## config.mk

```make
export PLATFORM = sky130hd
export DESIGN_NAME = spi_bridge_cmd_rx
export DESIGN_NICKNAME = d
export VERILOG_FILES = /design/src/rtl/sbr_pkg.sv /design/src/rtl/sbr_field_cap.sv /design/src/rtl/sbr_start_check.sv /design/src/rtl/sbr_wbuf.sv /design/src/rtl/spi_bridge_cmd_rx.sv
export SDC_FILE = /design/constraint.sdc
export NUM_CORES = 2
export LEC_CHECK = 0
export BUFFER_PORTS_ARGS = -buffer_cell sky130_fd_sc_hd__buf_2
export CAP_MARGIN = 10
export CORE_MARGIN = 2
export CORE_UTILIZATION = 57
export DETAILED_ROUTE_END_ITERATION = 10
export PLACE_DENSITY = 0.84
export SYNTH_ARGS = -nofsm -noshare
export SYNTH_HDL_FRONTEND = slang
export SYNTH_SLANG_ARGS = --single-unit
export TNS_END_PERCENT = 20
```

## constraint.sdc

```tcl
create_clock -name clk -period 5.5 [get_ports clk]
set_input_delay 0.55 -clock clk [delete_from_list [all_inputs] [get_ports clk]]
set_output_delay 0.55 -clock clk [all_outputs]
set_load 0.01 [all_outputs]
```

## src/rtl/sbr_pkg.sv

```systemverilog
package sbr_pkg;
  // event kinds presented on the event port
  typedef enum logic [2:0] {
    EV_CFG     = 3'd0,
    EV_XFER    = 3'd1,
    EV_STAT    = 3'd2,
    EV_RESTART = 3'd3,
    EV_CS      = 3'd4
  } ev_kind_e;

  // packet identifiers
  localparam logic [15:0] ID_CFG     = 16'd0;
  localparam logic [15:0] ID_START   = 16'd2;
  localparam logic [15:0] ID_CONT    = 16'd3;
  localparam logic [15:0] ID_RESTART = 16'd4;
  localparam logic [15:0] ID_CS      = 16'd7;

  // status codes
  localparam logic [15:0] ST_OK         = 16'h0000;
  localparam logic [15:0] ST_WR_BIG     = 16'h0003;
  localparam logic [15:0] ST_RD_BIG     = 16'h0004;
  localparam logic [15:0] ST_DISABLED   = 16'h0005;
  localparam logic [15:0] ST_BAD_IDX    = 16'h0006;
  localparam logic [15:0] ST_OVERFLOW   = 16'h0007;
  localparam logic [15:0] ST_UNEXPECTED = 16'h0008;
  localparam logic [15:0] ST_NO_FDX     = 16'h0009;

  localparam logic [15:0] FDX_MARK = 16'hFFFF;

  // header layout: identifier plus two 16-bit fields
  localparam int NFIELDS = 3;
  localparam int IDX_W   = $clog2(2 * NFIELDS + 1);
  typedef logic [IDX_W-1:0] idx_t;
  localparam idx_t IDX_ID_HI = idx_t'(1);
  localparam idx_t IDX_F1_HI = idx_t'(3);
  localparam idx_t IDX_F2_HI = idx_t'(5);
  localparam idx_t IDX_CPAY  = idx_t'(4);
  localparam idx_t IDX_SPAY  = idx_t'(2 * NFIELDS);
endpackage

```

## src/rtl/sbr_field_cap.sv

```systemverilog
module sbr_field_cap
  import sbr_pkg::*;
(
  input  logic                    clk,
  input  logic                    rst_n,
  input  logic                    beat,
  input  logic                    first,
  input  logic                    last,
  input  logic [7:0]              data,
  output idx_t                    idx_eff,
  output logic [NFIELDS-1:0][15:0] fld_now
);
  idx_t idx_q;

  // a first marker always restarts the byte position
  assign idx_eff = first ? '0 : idx_q;

  always_ff @(posedge clk) begin
    if (!rst_n) begin
      idx_q <= '0;
    end else if (beat) begin
      if (last)                  idx_q <= '0;
      else if (idx_eff == IDX_SPAY) idx_q <= IDX_SPAY;
      else                       idx_q <= idx_eff + idx_t'(1);
    end
  end

  for (genvar f = 0; f < NFIELDS; f++) begin : g_fld
    logic [15:0] q;
    always_ff @(posedge clk) begin
      if (!rst_n) begin
        q <= '0;
      end else if (beat) begin
        if (idx_eff == idx_t'(2 * f))     q[7:0]  <= data;
        if (idx_eff == idx_t'(2 * f + 1)) q[15:8] <= data;
      end
    end
    // value including the byte on the wire when it completes the field
    assign fld_now[f] = (idx_eff == idx_t'(2 * f + 1)) ? {data, q[7:0]} : q;
  end
endmodule

```

## src/rtl/sbr_start_check.sv

```systemverilog
module sbr_start_check
  import sbr_pkg::*;
#(
  parameter int LIMIT = 298
) (
  input  logic        enable,
  input  logic        fdx_allowed,
  input  logic [15:0] wr_count,
  input  logic [15:0] rd_count,
  output logic [15:0] code,
  output logic [15:0] rd_eff
);
  always_comb begin
    rd_eff = (rd_count == FDX_MARK) ? wr_count : rd_count;
    if (!enable)                                  code = ST_DISABLED;
    else if (32'(wr_count) > LIMIT)               code = ST_WR_BIG;
    else if (rd_count == FDX_MARK && !fdx_allowed) code = ST_NO_FDX;
    else if (32'(rd_eff) > LIMIT)                 code = ST_RD_BIG;
    else                                          code = ST_OK;
  end
endmodule

```

## src/rtl/sbr_wbuf.sv

```systemverilog
module sbr_wbuf #(
  parameter int DEPTH = 298,
  localparam int AW = $clog2(DEPTH)
) (
  input  logic          clk,
  input  logic          we,
  input  logic [AW-1:0] waddr,
  input  logic [7:0]    wdata,
  input  logic [AW-1:0] raddr,
  output logic [7:0]    rdata
);
  logic [7:0] mem [DEPTH];

  always_ff @(posedge clk) begin
    if (we) mem[waddr] <= wdata;
  end

  assign rdata = (32'(raddr) < DEPTH) ? mem[raddr] : 8'h00;
endmodule

```

## src/rtl/spi_bridge_cmd_rx.sv

```systemverilog
module spi_bridge_cmd_rx
  import sbr_pkg::*;
#(
  parameter int BUF_BYTES = 298,
  localparam int AW = $clog2(BUF_BYTES)
) (
  input  logic          clk,
  input  logic          rst_n,
  input  logic          bridge_en,
  input  logic          fdx_en,
  input  logic          in_valid,
  output logic          in_ready,
  input  logic [7:0]    in_data,
  input  logic          in_first,
  input  logic          in_last,
  output logic          evt_valid,
  input  logic          evt_ready,
  output logic [2:0]    evt_kind,
  output logic [15:0]   evt_status,
  output logic [15:0]   evt_wr_count,
  output logic [15:0]   evt_rd_count,
  output logic          cs_level,
  input  logic [AW-1:0] buf_rd_addr,
  output logic [7:0]    buf_rd_data
);
  // registered state
  logic        in_pkt_q, coll_q, cs_q, ev_q;
  logic [15:0] rx_q, wcnt_q, rcnt_q, code_q;
  ev_kind_e    ev_kind_q;
  logic [15:0] ev_stat_q, ev_wr_q, ev_rd_q;

  // decode signals
  logic                     beat;
  idx_t                     idx;
  logic [NFIELDS-1:0][15:0] fld;
  logic [15:0]              id_w, f1_w, f2_w;
  logic [15:0]              chk_code, chk_rd;
  logic                     is_start, is_cont, payload;

  // next-state values
  logic        coll_nx, cs_nx, wr_en, fire;
  logic [15:0] rx_nx, wcnt_nx, rcnt_nx, code_nx, stat_nx;
  ev_kind_e    kind_nx;

  assign in_ready = !ev_q;
  assign beat     = in_valid && in_ready && (in_pkt_q || in_first);

  sbr_field_cap u_fields (
    .clk     (clk),
    .rst_n   (rst_n),
    .beat    (beat),
    .first   (in_first),
    .last    (in_last),
    .data    (in_data),
    .idx_eff (idx),
    .fld_now (fld)
  );

  assign id_w = fld[0];
  assign f1_w = fld[1];
  assign f2_w = fld[2];

  sbr_start_check #(.LIMIT(BUF_BYTES)) u_check (
    .enable      (bridge_en),
    .fdx_allowed (fdx_en),
    .wr_count    (f1_w),
    .rd_count    (f2_w),
    .code        (chk_code),
    .rd_eff      (chk_rd)
  );

  sbr_wbuf #(.DEPTH(BUF_BYTES)) u_buf (
    .clk   (clk),
    .we    (wr_en),
    .waddr (rx_q[AW-1:0]),
    .wdata (in_data),
    .raddr (buf_rd_addr),
    .rdata (buf_rd_data)
  );

  assign is_start = (id_w == ID_START);
  assign is_cont  = (id_w == ID_CONT);
  assign payload  = (is_start && idx == IDX_SPAY) || (is_cont && idx >= IDX_CPAY);

  always_comb begin
    coll_nx = coll_q;
    rx_nx   = rx_q;
    wcnt_nx = wcnt_q;
    rcnt_nx = rcnt_q;
    code_nx = in_first ? ST_OK : code_q;
    cs_nx   = cs_q;
    wr_en   = 1'b0;
    fire    = 1'b0;
    kind_nx = EV_STAT;
    stat_nx = ST_OK;
    if (beat) begin
      // identifier complete: a start drops any open transfer
      if (idx == IDX_ID_HI && is_start) begin
        coll_nx = 1'b0;
        rx_nx   = '0;
      end
      if (idx == IDX_ID_HI && is_cont && !coll_q) code_nx = ST_UNEXPECTED;
      // continuation offset must match running count
      if (idx == IDX_F1_HI && is_cont && code_nx == ST_OK && coll_q && f1_w != rx_q) begin
        code_nx = ST_BAD_IDX;
        coll_nx = 1'b0;
      end
      // start header complete: validate counts
      if (idx == IDX_F2_HI && is_start && code_nx == ST_OK) begin
        if (chk_code != ST_OK) begin
          code_nx = chk_code;
        end else begin
          coll_nx = 1'b1;
          wcnt_nx = f1_w;
          rcnt_nx = chk_rd;
        end
      end
      // payload byte
      if (payload && code_nx == ST_OK && coll_q) begin
        if (rx_q == wcnt_q) begin
          code_nx = ST_OVERFLOW;
          coll_nx = 1'b0;
        end else begin
          wr_en = 1'b1;
          rx_nx = rx_q + 16'd1;
        end
      end
      // packet end: decide the event
      if (in_last) begin
        fire = 1'b1;
        if (idx == '0) begin
          stat_nx = ST_UNEXPECTED;
        end else begin
          case (id_w)
            ID_CFG:     kind_nx = EV_CFG;
            ID_RESTART: kind_nx = EV_RESTART;
            ID_CS: begin
              if (idx >= IDX_F1_HI) begin
                kind_nx = EV_CS;
                cs_nx   = f1_w[0];
              end else begin
                stat_nx = ST_UNEXPECTED;
              end
            end
            ID_START, ID_CONT: begin
              if (idx < (is_start ? IDX_F2_HI : IDX_F1_HI)) begin
                stat_nx = ST_UNEXPECTED;
                coll_nx = 1'b0;
              end else if (code_nx != ST_OK) begin
                stat_nx = code_nx;
              end else if (coll_nx && rx_nx == wcnt_nx) begin
                kind_nx = EV_XFER;
                coll_nx = 1'b0;
              end else begin
                fire = 1'b0;
              end
            end
            default: stat_nx = ST_UNEXPECTED;
          endcase
        end
      end
    end
  end

  always_ff @(posedge clk) begin
    if (!rst_n) begin
      in_pkt_q  <= 1'b0;
      coll_q    <= 1'b0;
      cs_q      <= 1'b0;
      rx_q      <= '0;
      wcnt_q    <= '0;
      rcnt_q    <= '0;
      code_q    <= ST_OK;
      ev_q      <= 1'b0;
      ev_kind_q <= EV_CFG;
      ev_stat_q <= '0;
      ev_wr_q   <= '0;
      ev_rd_q   <= '0;
    end else begin
      if (beat) begin
        in_pkt_q <= !in_last;
        coll_q   <= coll_nx;
        rx_q     <= rx_nx;
        wcnt_q   <= wcnt_nx;
        rcnt_q   <= rcnt_nx;
        code_q   <= in_last ? ST_OK : code_nx;
        cs_q     <= cs_nx;
      end
      if (fire) begin
        ev_q      <= 1'b1;
        ev_kind_q <= kind_nx;
        ev_stat_q <= stat_nx;
        ev_wr_q   <= (kind_nx == EV_XFER) ? wcnt_nx : 16'd0;
        ev_rd_q   <= (kind_nx == EV_XFER) ? rcnt_nx : 16'd0;
      end else if (evt_ready) begin
        ev_q <= 1'b0;
      end
    end
  end

  assign evt_valid    = ev_q;
  assign evt_kind     = ev_kind_q;
  assign evt_status   = ev_stat_q;
  assign evt_wr_count = ev_wr_q;
  assign evt_rd_count = ev_rd_q;
  assign cs_level     = cs_q;
endmodule

```

==> reports/metrics.csv <==
metric,value,unit
cts.clk_slew.worst_paths,0.06,ns
cts_max_level,4,
drcViolationCount,0,
hold_violations,0,
tightest_slew,1.28,ns
pin_count,87,
grt_max_degree,170,
synth_top_area_share,70.5,%
worst_slack,0.103,ns
cts_tree,done,
syn_nets,5738,
max_slew_margin,14.3,%
setup_violations,0,
max-clock-path-buffers,3,
clockRootBuffer,clkbuf_16,
r2r_cells,20,
ir_drop,337,uV
die_x,426,um
ys_warn_count,0,
status,completed,
wl,297000,um
fp.dieH,426,um
crit_slowest_cell,o311ai_0,
num_rows,154,
synth_area_per_cell,17.8,um2
swShare,22.1,%
ys_types,89,
critPathMaxStageDelay,1.07,ns
pwr-share-seq,53.2,%
ys_seq_area_share,73.8,%
cts.sink_count,2554,
p_leak,38.7,nW
power,0.0399,W
pwr-share-comb,5.4,%
start_util,57.5,%
avgRoutedWirePerCell,33.6,um
drv_slew,0,
skew,0.0671,ns
vias,62400,
die-area,182000,um2
numPortBuffers,86,
cts_buffers,233,
mostFrequentLayoutCell,edfxtp_1,
grt_usage,32.5,%
async_flop_share,0,%
setup-tns-final,0,ns
fin_crit_sh,98.1,%
hold-worst-slack,0.0505,ns
antenna_found_initial,18,
crit_chain,"buf_8, or2_4, buf_12, o221ai_1, o22ai_1, nor3_1, o311ai_0, nand3_1, o21ai_0, o22ai_1, buf_2",
layout_common_cells,"edfxtp_1, buf_4, mux4_2",
layout-area-overhead-vs-synth,14.9,%
fillers,10500,
r2r_setup_slack,0.38,ns
grt_pass1_vias,62000,
vias_per_cell,7.07,
drive_gt1_share,25.1,%
critPathMostFrequentCell,o22ai_1,
drtPass1Iterations,7,
syn_inst,5701,
hold_path_class,primary input to flop,
power_density,342,nW/um2
synth_xor_area_share,0.379,%
cp-start-kind,primary input,
synth_compound_area_share,5.49,%
synth_fa_ha_area_share,0.148,%
grt_overflow_total,0,
switchingPower,0.00880,W
internal_power,0.0311,W
crit_required,4.95,ns
end_kind,output port,
cp.arrival,4.85,ns
synth.area.mux_share,14.4,%
place_ws,-0.161,ns
crit_path_max_fanout,68,
synth_edf_count,2384,
synth_top_family_by_area,multiplexers,
final_antenna_net_count,0,
clkPwrFrac,41.3,%
core-area,177000,um2
finalCriticalPeriod,5.40,ns
syn_area,102000,um2
fin_util,66.1,%
synth_ff_type,edfxtp_1,
ys_ff_latch,2554,
yosysTopAreaCell,edfxtp_1,
clk_latency,0.91,ns
synth_area_leaders,"edfxtp_1, mux4_2, mux2i_1",
dp_hpwl,173000,um
gp_congestion,0.931,
cap_violations,0,
rsz0062_at_grt,false,
layout.nets,6318,
worstHoldPathCells,1,
synth_simple_gate_area_share,4.21,%
critPathKind,primary input to output port,
grt_pass1_wl,426000,um
drtIter0Drc,10900,
fmaxAchievable,0.185,GHz
stage by stage:
step | cells | cell area, um2
after floorplan | 5701 | 102000
after global placement | 8385 | 109000
after detailed placement | 8385 | 109000
after CTS | 8819 | 117000
after global routing | 8821 | 117000
final | 8826 | 117000
registers in the layout, summed over array words and instances (netlist names), 16 cells and up:
register and cells:
wcnt_q 16, evt_rd_count 16, u_buf.mem 2384, rx_q 16, evt_status 16, code_q 16, u_fields.g_fld.q 48, evt_wr_count 16
rcnt_q 16
layer usage:
metal  wire length (um)  track usage [%]  up-vias
met5                200                0        -
met4              21200             19.2       28
met3              39800             8.43     1286
met2             139000             51.2     5902
met1              96800             41.1    30900
li1                   -                -    24200
cell usage after synthesis (5+ instances only):
master,instances
and3_1,32
nand2b_1,15
o22ai_1,110
dfxtp_1,170
o221ai_1,120
a311oi_1,7
a21o_1,9
buf_1,66
a22o_1,33
a221oi_1,10
or2_2,6
o21ai_0,125
inv_1,27
and4_1,5
a22oi_1,9
nor3b_1,9
nor4_1,18
a31oi_1,7
mux2i_1,359
xor2_1,10
nor3_1,63
nand3_1,53
nor2_1,453
a211oi_1,40
and2_1,26
clkbuf_1,283
mux4_2,460
nand2_1,198
o31ai_1,11
a21oi_1,276
o311ai_0,24
mux2_2,58
buf_2,23
edfxtp_1,2384
nor2b_1,9
or4_1,11
ha_1,12
nand4_1,29
o211ai_1,12
or3_1,16
xnor2_1,34
a211o_1,6
power by group through the flow:
stage	clock (W)	sequential (W)	combinational [W]
floorplan	0	0.0216	0.00106
global placement	0	0.0216	0.00198
detailed placement	0	0.0216	0.00205
CTS	0.0165	0.0212	0.00210
global route	0.0171	0.0212	0.00221
finish	0.0165	0.0212	0.00217
repair_timing:
| item | 4_1_cts | 5_1_grt |
|---|---|---|
| setup buffers | 0 | 0 |
| endpoints found under the setup margin | 0 | 53 |
| hold buffers | 1 | 0 |
| resized for setup | 0 | 4 |
| endpoints found under the hold margin | 1 | 0 |
critical path, delay by kind of cell:
family                 cells  cell delay (ns)
buffers and inverters      3             0.92
AOI/OAI and AO/OA          5             2.39
and+or+nand+nor            3             0.86
logic make-up (layout without fill, tap and decap cells):
group | Yosys count | count (layout)
compound gates | 850 | 850
buf+inv | 406 | 1184
fa+ha+maj | 12 | 12
other cells | 0 | 7
mux | 879 | 879
xor+xnor | 44 | 44
simple gates | 956 | 956
flops | 2554 | 2554
worst paths after layout:
check / startpoint / to
setup reg to reg: u_fields.idx_q[0] / evt_kind[1]
hold reg to reg: u_fields.g_fld[0].q[12] / u_fields.g_fld[0].q[12]
setup / recovery: buf_rd_addr[1] / buf_rd_data[4]
hold / removal: in_data[4] / u_buf.mem[69][4]
final cells by class:
type | instances | area [um2] | share of cell area (%)
antenna | 7 | 17.5 | 0.0150
clock buffer | 273 | 6000 | 5.14
clock inverter | 160 | 1730 | 1.48
inverter | 29 | 114 | 0.0975
multi-input combinational | 2741 | 25100 | 21.5
sequential | 2554 | 75000 | 64.2
tap | 2340 | 2930 | 2.51
timing repair buffer | 722 | 5860 | 5.02
No activity file was read; power rests on OpenSTA's default activity.
